[src/rtl/staged_watchdog.sv]
module staged_watchdog #(
  parameter logic [31:0] KEY = 32'h0000_C45A,
  parameter int          AW  = 4
) (
  input  logic          clk,
  input  logic          rst_n,
  input  logic          bus_we,
  input  logic [AW-1:0] bus_addr,
  input  logic [31:0]   bus_wdata,
  input  logic [AW-1:0] bus_raddr,
  output logic [31:0]   bus_rdata,
  input  logic [15:0]   tick_in,
  output logic          irq_local,
  output logic          irq_fast,
  output logic          irq_remote,
  output logic          dbg_rst_req,
  output logic          por_rst_req
);
  localparam logic [AW-1:0] A_CFG = AW'(0);
  localparam logic [AW-1:0] A_CMD = AW'(8);
  localparam logic [AW-1:0] A_KEY = AW'(12);
  localparam logic [2:0]    LAST  = 3'd5;

  logic [16:0] cfg_q;
  logic        run_q, armed_q, dbg_q, por_q;
  logic [7:0]  exp_q;
  logic [2:0]  stage_q;

  wire cfg_we = bus_we && bus_addr == A_CFG;
  wire cmd_we = bus_we && bus_addr == A_CMD;
  wire key_we = bus_we && bus_addr == A_KEY;

  wire [7:0] limit   = (cfg_q[11:4] == 8'd0) ? 8'd1 : cfg_q[11:4];
  wire       tick    = tick_in[cfg_q[3:0]];
  wire       do_stop = cmd_we && bus_wdata[1] && armed_q;
  wire       do_go   = cmd_we && bus_wdata[0] && !do_stop;
  wire       count   = run_q && tick && stage_q < LAST;
  wire       step    = count && ({1'b0, exp_q} + 9'd1 == {1'b0, limit});

  always_ff @(posedge clk or negedge rst_n) begin
    if (!rst_n) begin
      run_q   <= 1'b0;
      exp_q   <= '0;
      stage_q <= '0;
    end else if (do_stop) begin
      run_q   <= 1'b0;
      exp_q   <= '0;
      stage_q <= '0;
    end else if (do_go) begin
      run_q   <= 1'b1;
      exp_q   <= '0;
      stage_q <= '0;
    end else if (step) begin
      exp_q   <= '0;
      stage_q <= stage_q + 3'd1;
    end else if (count) begin
      exp_q   <= exp_q + 8'd1;
    end
  end

  always_ff @(posedge clk or negedge rst_n) begin
    if (!rst_n) begin
      cfg_q   <= '0;
      armed_q <= 1'b0;
      dbg_q   <= 1'b0;
      por_q   <= 1'b0;
    end else begin
      if (cfg_we && !run_q) cfg_q <= bus_wdata[16:0];
      if (key_we)           armed_q <= (bus_wdata == KEY);
      else if (cmd_we)      armed_q <= 1'b0;
      if (step && stage_q == 3'd3 && cfg_q[15]) dbg_q <= 1'b1;
      if (step && stage_q == 3'd4 && cfg_q[16]) por_q <= 1'b1;
    end
  end

  assign irq_local   = run_q && stage_q >= 3'd1 && cfg_q[12];
  assign irq_fast    = run_q && stage_q >= 3'd2 && cfg_q[13];
  assign irq_remote  = run_q && stage_q >= 3'd3 && cfg_q[14];
  assign dbg_rst_req = dbg_q;
  assign por_rst_req = por_q;
  assign bus_rdata   = (bus_raddr == A_CFG) ? {15'd0, cfg_q} : 32'd0;


  stage_cap_chk: assert property (@(posedge clk) disable iff (!rst_n)
    stage_q <= LAST);

  stage_step_chk: assert property (@(posedge clk) disable iff (!rst_n)
    !cmd_we |=> (stage_q == $past(stage_q) || stage_q == $past(stage_q) + 3'd1));

  cfg_lock_chk: assert property (@(posedge clk) disable iff (!rst_n)
    run_q |=> $stable(cfg_q));

  key_gate_chk: assert property (@(posedge clk) disable iff (!rst_n)
    (cmd_we && !armed_q && run_q) |=> run_q);

  irq_run_chk: assert property (@(posedge clk) disable iff (!rst_n)
    (irq_local || irq_fast || irq_remote) |-> run_q);

  por_hold_chk: assert property (@(posedge clk) disable iff (!rst_n)
    por_rst_req |=> por_rst_req);

  dbg_hold_chk: assert property (@(posedge clk) disable iff (!rst_n)
    dbg_rst_req |=> dbg_rst_req);

  por_stage_chk: assert property (@(posedge clk) disable iff (!rst_n)
    $rose(por_rst_req) |-> stage_q == LAST);
endmodule

[config.mk]
export PLATFORM = sky130hd
export DESIGN_NAME = staged_watchdog
export DESIGN_NICKNAME = d
export VERILOG_FILES = /design/src/rtl/staged_watchdog.sv
export SDC_FILE = /design/constraint.sdc
export NUM_CORES = 1
export LEC_CHECK = 0
export BUFFER_PORTS_ARGS = -buffer_cell sky130_fd_sc_hd__buf_2
export CAP_MARGIN = 20
export CORE_ASPECT_RATIO = 1.1
export CORE_MARGIN = 5
export CORE_UTILIZATION = 50
export CTS_BUF_LIST = sky130_fd_sc_hd__clkbuf_4
export DETAILED_ROUTE_END_ITERATION = 6
export PLACE_DENSITY = 0.86
export SLEW_MARGIN = 5
export SYNTH_ARGS = -nofsm -noshare
export SYNTH_HDL_FRONTEND = slang
export SYNTH_SLANG_ARGS = --single-unit
[constraint.sdc]
create_clock -name clk -period 2.38 [get_ports clk]
set_input_delay 0.476 -clock clk [delete_from_list [all_inputs] [get_ports clk]]
set_output_delay 0.476 -clock clk [all_outputs]
set_load 0.05 [all_outputs]
# Word-level counts from Yosys, hierarchy flattened
# Cells that the tools add are included.
# word_totals
regBits	32
input_bits	59
elab_cells	66
# classes
n_addsub	3
n_lt_le_gt_ge	5
n_eq_ne	6
muxes	15
n_reduce_logical	30
# op_table
operator	n
$mux W8	5
$eq A32 B16 Y1 const B	1
$logic_and A1 B1 Y1	21
$mux W17	1
$add A8 B1 Y9 const B	1
$eq A9 B8 Y1	1
$mux W3	3
$add A8 B1 Y8 const B	1
$eq A4 B4 Y1 const B	2
$logic_not A4 Y1	2
$logic_not A8 Y1	1
$ge A3 B2 Y1 const B	2
$lt A4 B5 Y1 const B	1
$mux W1	5
$bmux W1 S4	1
$reduce_bool A2 Y1	2
$reduce_bool A4 Y1	1
$add A3 B1 Y3 const B	1
$eq A3 B2 Y1 const B	1
$eq A3 B3 Y1 const B	1
$ge A3 B1 Y1 const B	1
$lt A3 B3 Y1 const B	1
$reduce_bool A3 Y1	1
$logic_not A1 Y1	2

# Depth between registers and ports, before layout
# Gate-level depths: netlist of the first run.
# depth
depth_word	8
ltp_mapped	9
ltp_nobuf	8

# Least setup slack after synthesis of the first run
# OpenSTA, ideal clock, no wires.
# synth_path
path_type	register -> register
startpoint	register exp_q[0]
endpoint	register stage_q[1]
setup_ps	118
arrival_ps	2077
required_ps	2262
path_slack_ps	185
path_stages_with_launch	10
path_buffers	1
synth_period_minus_slack_ps	2195
cell_sequence	dfrtp_1 ha_1 nand3_1 nor3_1 mux2i_1 o211a_1 and4_4 buf_6 mux2i_1 nor2_1
# synth_via
elab_chain_cells	4
# synth_rtl
element	line	text
from (decl)	26	logic [7:0] exp_q;
from (signal assigned)	57	exp_q <= exp_q + 8'd1;
$add A8 B1 Y9	38	wire step = count && ({1'b0, exp_q} + 9'd1 == {1'b0, limit});
$eq A9 B8 Y1	38	
$logic_and A1 B1 Y1	38	
$reduce_bool A3 Y1 (no line)	n/a	
to (signal assigned)	55	stage_q <= stage_q + 3'd1;
to (decl)	27	logic [2:0] stage_q;
# Every way passes these cells.
# A chain may end at the register's enable or synchronous reset.

# Final worst setup path of the first run
# layout_path
startpoint	register cfg_q[1]
endpoint	register exp_q[4]
# layout_via
elab_chain_cells	8
elab_cells_between_ends	9
classes_between	5 x mux; 4 x reduce/logical
# layout_rtl
element	line	text
from (decl)	24	logic [16:0] cfg_q;
from (signal assigned)	68	if (cfg_we && !run_q) cfg_q <= bus_wdata[16:0];
$bmux W1 S4 *	34	wire tick = tick_in[cfg_q[3:0]];
$mux W1 (not written as such) *	34	
$logic_and A1 B1 Y1 * (2 in series)	37	wire count = run_q && tick && stage_q < LAST;
$logic_and A1 B1 Y1	38	
$mux W8	53	end else if (step) begin
$mux W8	49	end else if (do_go) begin
$mux W8	45	end else if (do_stop) begin
# Mark *: on every way between the ends. The rest lies on a longest branch, timed or not. The select of a mux whose other input is x is not followed.

==> results of run 1 <==
## flip-flops by register name, summed over array words and instances, names as in the netlist
signal,count
por_rst_req,1
armed_q,1
dbg_rst_req,1
cfg_q,17
run_q,1
exp_q,8
stage_q,3
## worst max-delay path, delay by kind of cell, from the launching register on
family / cells / cell delay, ps
compound gates: 2 / 620
mux: 1 / 520
simple gates: 3 / 580
flops: 1 / 460
## synthesized netlist by cell type, types with 3 or more instances
library cell	instances	area (µm²)
nand3_1	11	55.1
mux2_2	17	191
nor3_1	7	35.0
a21oi_1	8	40.0
mux2i_1	3	30.0
mux4_2	3	67.6
and2_1	18	113
nand2_1	9	33.8
xnor2_1	7	61.3
ha_1	6	75.1
nor4_2	4	50.1
clkbuf_8	3	41.3
nand4_1	6	37.5
nor2_1	14	52.6
inv_1	6	22.5
dfrtp_1	32	801
buf_6	3	33.8
nor4_1	6	37.5
o21ai_0	4	20.0
buf_4	15	113
## area by class of cell
class,count,area share
Clock inverter,3,0.00498
Clock buffer,5,0.0136
Sequential cell,32,0.290
Multi-Input combinational cell,177,0.485
Inverter,6,0.00814
Timing Repair Buffer,91,0.175
Tap cell,54,0.0244
## repair_timing
action	in CTS	in global routing
buffers inserted	0	1
setup endpoints to repair	0	3
gates resized for setup	0	2
hold buffers	0	0
## logic make-up after synthesis
kind of cell | synth area share
AOI/OAI and AO/OA | 0.107
buffers and inverters | 0.0951
DFF | 0.350
adders and majority gates | 0.0328
other | 0.00164
xor gates and xnor gates | 0.0344
and+or+nand+nor | 0.242
muxes | 0.138
## metal layers
layer  track usage  wire length (µm)  up-vias
li1              -                 -      975
met1         0.225              2060     1003
met2         0.362              3050       93
met3        0.0644               507       12
met4        0.0552               123        0
met5             0                 0        -
## final timing paths
| check | startpoint | end | slack (ps) | cells after the start |
|---|---|---|---|---|
| worst max-delay path | cfg_q[1]$_DFFE_PN0P_ | exp_q[4]$_DFFE_PN0P_ | 80 | 6 |
| worst min-delay path | rst_n | cfg_q[12]$_DFFE_PN0P_ | 180 | 1 |
| worst max register to register | cfg_q[1]$_DFFE_PN0P_ | exp_q[4]$_DFFE_PN0P_ | 80 | 6 |
| worst min register to register | por_rst_req$_DFFE_PN0P_ | por_rst_req$_DFFE_PN0P_ | 500 | 1 |
| max in group asynchronous | rst_n | cfg_q[6]$_DFFE_PN0P_ | 1730 | 1 |
| min in group clk | bus_wdata[15] | cfg_q[15]$_DFFE_PN0P_ | 380 | 2 |
## power groups by stage
stage | Clock (mW) | Combinational [mW] | Sequential, mW
final | 0.296 | 0.751 | 0.798
after global routing | 0.333 | 0.827 | 0.817
after CTS | 0.300 | 0.750 | 0.796
after detailed placement | 0 | 0.749 | 0.807
after global placement | 0 | 0.717 | 0.798
after floorplan | 0 | 0.594 | 0.768
## metrics by stage
| stage | area (µm²) | setup slack [ps] | util | power, mW |
|---|---|---|---|---|
| 3_5_place_dp | 2700 | 19.8 | 0.616 | 1.56 |
| 4_1_cts | 2750 | 42.2 | 0.627 | 1.85 |
| 2_1_floorplan | 2340 | 185 | - | 1.36 |
| 6_report | 2770 | 79.3 | 0.631 | 1.85 |
| 3_3_place_gp | 2700 | 53.1 | 0.616 | 1.52 |
| 5_1_grt | 2770 | -18.5 | 0.631 | 1.98 |
==> results_dict.tcl, run 1 <==
set metrics [dict create \
    status "complete, no violations" \
    seq_area_um2 801 \
    cts_tree "built" \
    clockPowerShare 0.160 \
    final_cell_mix "buf_2 (80), dfrtp_1 (32), and2_1 (18), mux2_2 (17), conb_1 (15)" \
    postSynthCellCount 224 \
    fmax_ghz 0.435 \
    netlist_area_um2 2290 \
    grt_pass1_vias 2090 \
    layout-drive-gt1-share 0.446 \
    portBuffers 80 \
    vdd_drop_max_uv 357 \
    relSlewSlack 0.525 \
    dp.cells 359 \
    synth-main-ff-cell "dfrtp_1" \
    numCtsBuffers 5 \
    layout_commonest_cell "buf_2" \
    setup_violations 0 \
    diodes 0 \
    path_cells "mux4_2 -> nor2b_4 -> a211o_1 -> and4_4 -> and4_4 -> a2111oi_2" \
    fillers 371 \
    critPathLaunchType "register" \
    final.period_utilization 0.967 \
    drv_slew 0 \
    core_area_um2 4380 \
    avgSynthCellArea_um2 10.2 \
    ant_nets 0 \
    critical_path.max_fanout 11 \
    drc 0 \
    grt_pass1_wl_um 9340 \
    p_sw_frac 0.400 \
    pwr-share-comb 0.407 \
    synthToLayoutAreaGrowth_pct 20.8 \
    grt_use_total 0.201 \
    dr_total_vias 2083 \
    clk_pin_slew_ps 100 \
    worstMarginPinSlew_ps 712 \
    ys_types 54 \
    multi_input_area_um2 1340 \
    wl_per_cell_um 15.6 \
    p_int_mw 1.11 \
    hold_slack_ps 179 \
    synth_edf_count 0 \
    antenna_found_initial 0 \
    dpl.hpwl_um 4610 \
    die_h_um 81.0 \
    clockBufferDepth 2 \
    place_congestion 0.871 \
    synthArstFlopShare 1.00 \
    clock_latency_ps 330 \
    max_stage_delay_ps 520 \
    via_per_inst 5.66 \
    p_leak_nw 1.35 \
    cts_root_buf "clkbuf_4" \
    io_pins 96 \
    endpoint_kind "register" \
    design.die.area_um2 6030 \
    final_hold_viol_count 0 \
    synth_seq_area_share 0.350 \
    worst_clock_skew_ps 10.1 \
    arrival_ps 2530 \
    nets 378 \
    dr.pass1.iters 4 \
    yosysWarnings 0 \
    start_util 0.523 \
    hold_path_class "in -> async" \
    grt_max_degree 33 \
    critPathKind "reg -> reg" \
    period_minus_slack_ps 2300 \
    cap_violations 0 \
    fin_tns_setup_ps 0 \
    cellPowerDensity_nw_per_um2 667 \
    initialDrtViolationCount 191 \
    finalNonFillerCells 368 \
    clkSinkCount 32 \
    rows 25 \
    ys_ff_latch 32 \
    wirelength_um 5740 \
    htreeDepth 2 \
    seqPwrFrac 0.432 \
    p_sw_mw 0.737 \
    die_x_um 74.5 \
    cp_slowest_cell "mux4_2" \
    cp_data_required_time_ps 2610 \
    overflow 0 \
    crit_top_cell "and4_4" \
]
Power figures use the tool's default switching activity.
==> inputs of run 2 (changes only) <==
--- a/config.mk
+++ b/config.mk
@@ -12,6 +12,7 @@
 export CORE_UTILIZATION = 50
 export CTS_BUF_LIST = sky130_fd_sc_hd__clkbuf_4
 export DETAILED_ROUTE_END_ITERATION = 6
+export MAX_ROUTING_LAYER = met4
 export PLACE_DENSITY = 0.86
 export SLEW_MARGIN = 5
 export SYNTH_ARGS = -nofsm -noshare
==> results_dict.tcl, run 2 (synthesis gave the netlist of run 1 again) <==
set metrics [dict create \
    drv_slew 0 \
    io_pins 96 \
    place_congestion 0.880 \
    portBuffers 80 \
    worstMarginPinSlew_ps 726 \
    dp.cells 359 \
    critPathLaunchType "register" \
    relSlewSlack 0.516 \
    fmax_ghz 0.436 \
    status "complete, no violations" \
    top_regs "cfg_q: 17 flops, exp_q: 8 flops, stage_q: 3 flops" \
    synthToLayoutAreaGrowth_pct 22.0 \
    finalPower_mw 1.90 \
    layout_commonest_cell "buf_2" \
    finalNonFillerCells 370 \
    cellPowerDensity_nw_per_um2 679 \
    cts_root_buf "clkbuf_4" \
    fin_tns_setup_ps 0 \
    cts_tree "built" \
    via_per_inst 5.69 \
    grt_pass1_wl_um 9650 \
    p_leak_nw 1.36 \
    crit_start "cfg_q[1]$_DFFE_PN0P_" \
    arrival_ps 2550 \
    cts_hold_buf 0 \
    r2r_start "cfg_q[1]$_DFFE_PN0P_" \
    core_area_um2 4380 \
    grt_pass1_vias 2116 \
    layout-drive-gt1-share 0.459 \
    endpoint_kind "register" \
    dpl.hpwl_um 4710 \
    worst_clock_skew_ps 5.67 \
    final.period_utilization 0.965 \
    drc 0 \
    numCtsBuffers 5 \
    dr.pass1.iters 6 \
    final_hold_viol_count 0 \
    critPathKind "reg -> reg" \
    design.die.area_um2 6030 \
    setup_violations 0 \
    critical_path.max_fanout 11 \
    rows 25 \
    die_h_um 81.0 \
    die_x_um 74.5 \
    diodes 0 \
    final_cell_mix "buf_2 (80), dfrtp_1 (31), and2_1 (18), mux2_2 (17), conb_1 (15)" \
    r2r_slack_ps 80 \
    vdd_drop_max_uv 386 \
    ant_nets 0 \
    initialDrtViolationCount 91 \
    cp_data_required_time_ps 2630 \
    start_util 0.523 \
    overflow 0 \
    clockBufferDepth 2 \
    grt_max_degree 33 \
    rsz0062_at_grt "false" \
    largest_reg_flops 17 \
    ff2ff_path_depth 7 \
    dr_total_vias 2105 \
    grt_use_total 0.212 \
    cap_violations 0 \
    hold_path_class "in -> async" \
    clk_pin_slew_ps 100 \
    regMostFlops "cfg_q" \
    clock_latency_ps 340 \
    htreeDepth 2 \
    wirelength_um 5990 \
    nets 380 \
    period_minus_slack_ps 2300 \
    wl_per_cell_um 16.2 \
    clkSinkCount 32 \
    antenna_found_initial 0 \
]
## run 2: cell count changes in the layout (fill, tap and decap cells not counted), sizes merged
cell and change:
clkbuf +2, clkinv -2, and4 +1, buf +1
## run 2: timing repair
action / in CTS / in global routing
setup buffers: 0 / 2
setup endpoints to repair: 0 / 7
gates resized for setup: 0 / 6
hold endpoints to repair: 0 / 0
## run 2: metrics by stage
stage / instance area [µm²] / util / setup WS, ps / hold slack [ps]
after floorplan: 2340 / - / 185 / 180
after global placement: 2700 / 0.616 / 54.1 / 456
after detailed placement: 2700 / 0.616 / 19.3 / 460
after CTS: 2750 / 0.629 / 58.7 / 190
after global routing: 2790 / 0.638 / 8.28 / 222
final: 2790 / 0.638 / 84.4 / 179
## run 2: power by group
part / internal, mW / switching, mW / leakage, nW
logic: 0.351 / 0.422 / 0.916
registers: 0.651 / 0.146 / 0.406
clock network: 0.136 / 0.190 / 0.0338
total: 1.14 / 0.759 / 1.36
## run 2: path summary, 6_finish.rpt
kind | endpoint
setup reg to reg | exp_q[2]$_DFFE_PN0P_
hold / removal | cfg_q[12]$_DFFE_PN0P_
min in group clk | run_q$_DFFE_PN0P_
max in group asynchronous | cfg_q[1]$_DFFE_PN0P_
hold reg to reg | dbg_rst_req$_DFFE_PN0P_
setup / recovery | exp_q[2]$_DFFE_PN0P_
## run 2: area by class of cell
class,count,area [µm²]
clock inverters,1,3.75
flip-flops and latches,32,802
clock buffers,7,52.6
repair buffers,92,490
well taps,54,67.6
multi-input cells,178,1350
inverters,6,22.5
fillers,377,1590
## run 2: per-layer routing
metal | wire length [µm] | track usage | vias up
li1 | - | - | 984
met1 | 2300 | 0.238 | 1022
met2 | 3130 | 0.364 | 85
met3 | 450 | 0.0545 | 14
met4 | 103 | 0.0694 | 0
met5 | 0 | - | -
## run 2: critical path, stage by stage, from the launching register on
cell	delay (ps)
dfrtp_2	430
mux4_2	510
nor2b_4	130
a211o_1	290
and4_4	240
and4_4	210
buf_4	140
nor4_2	250
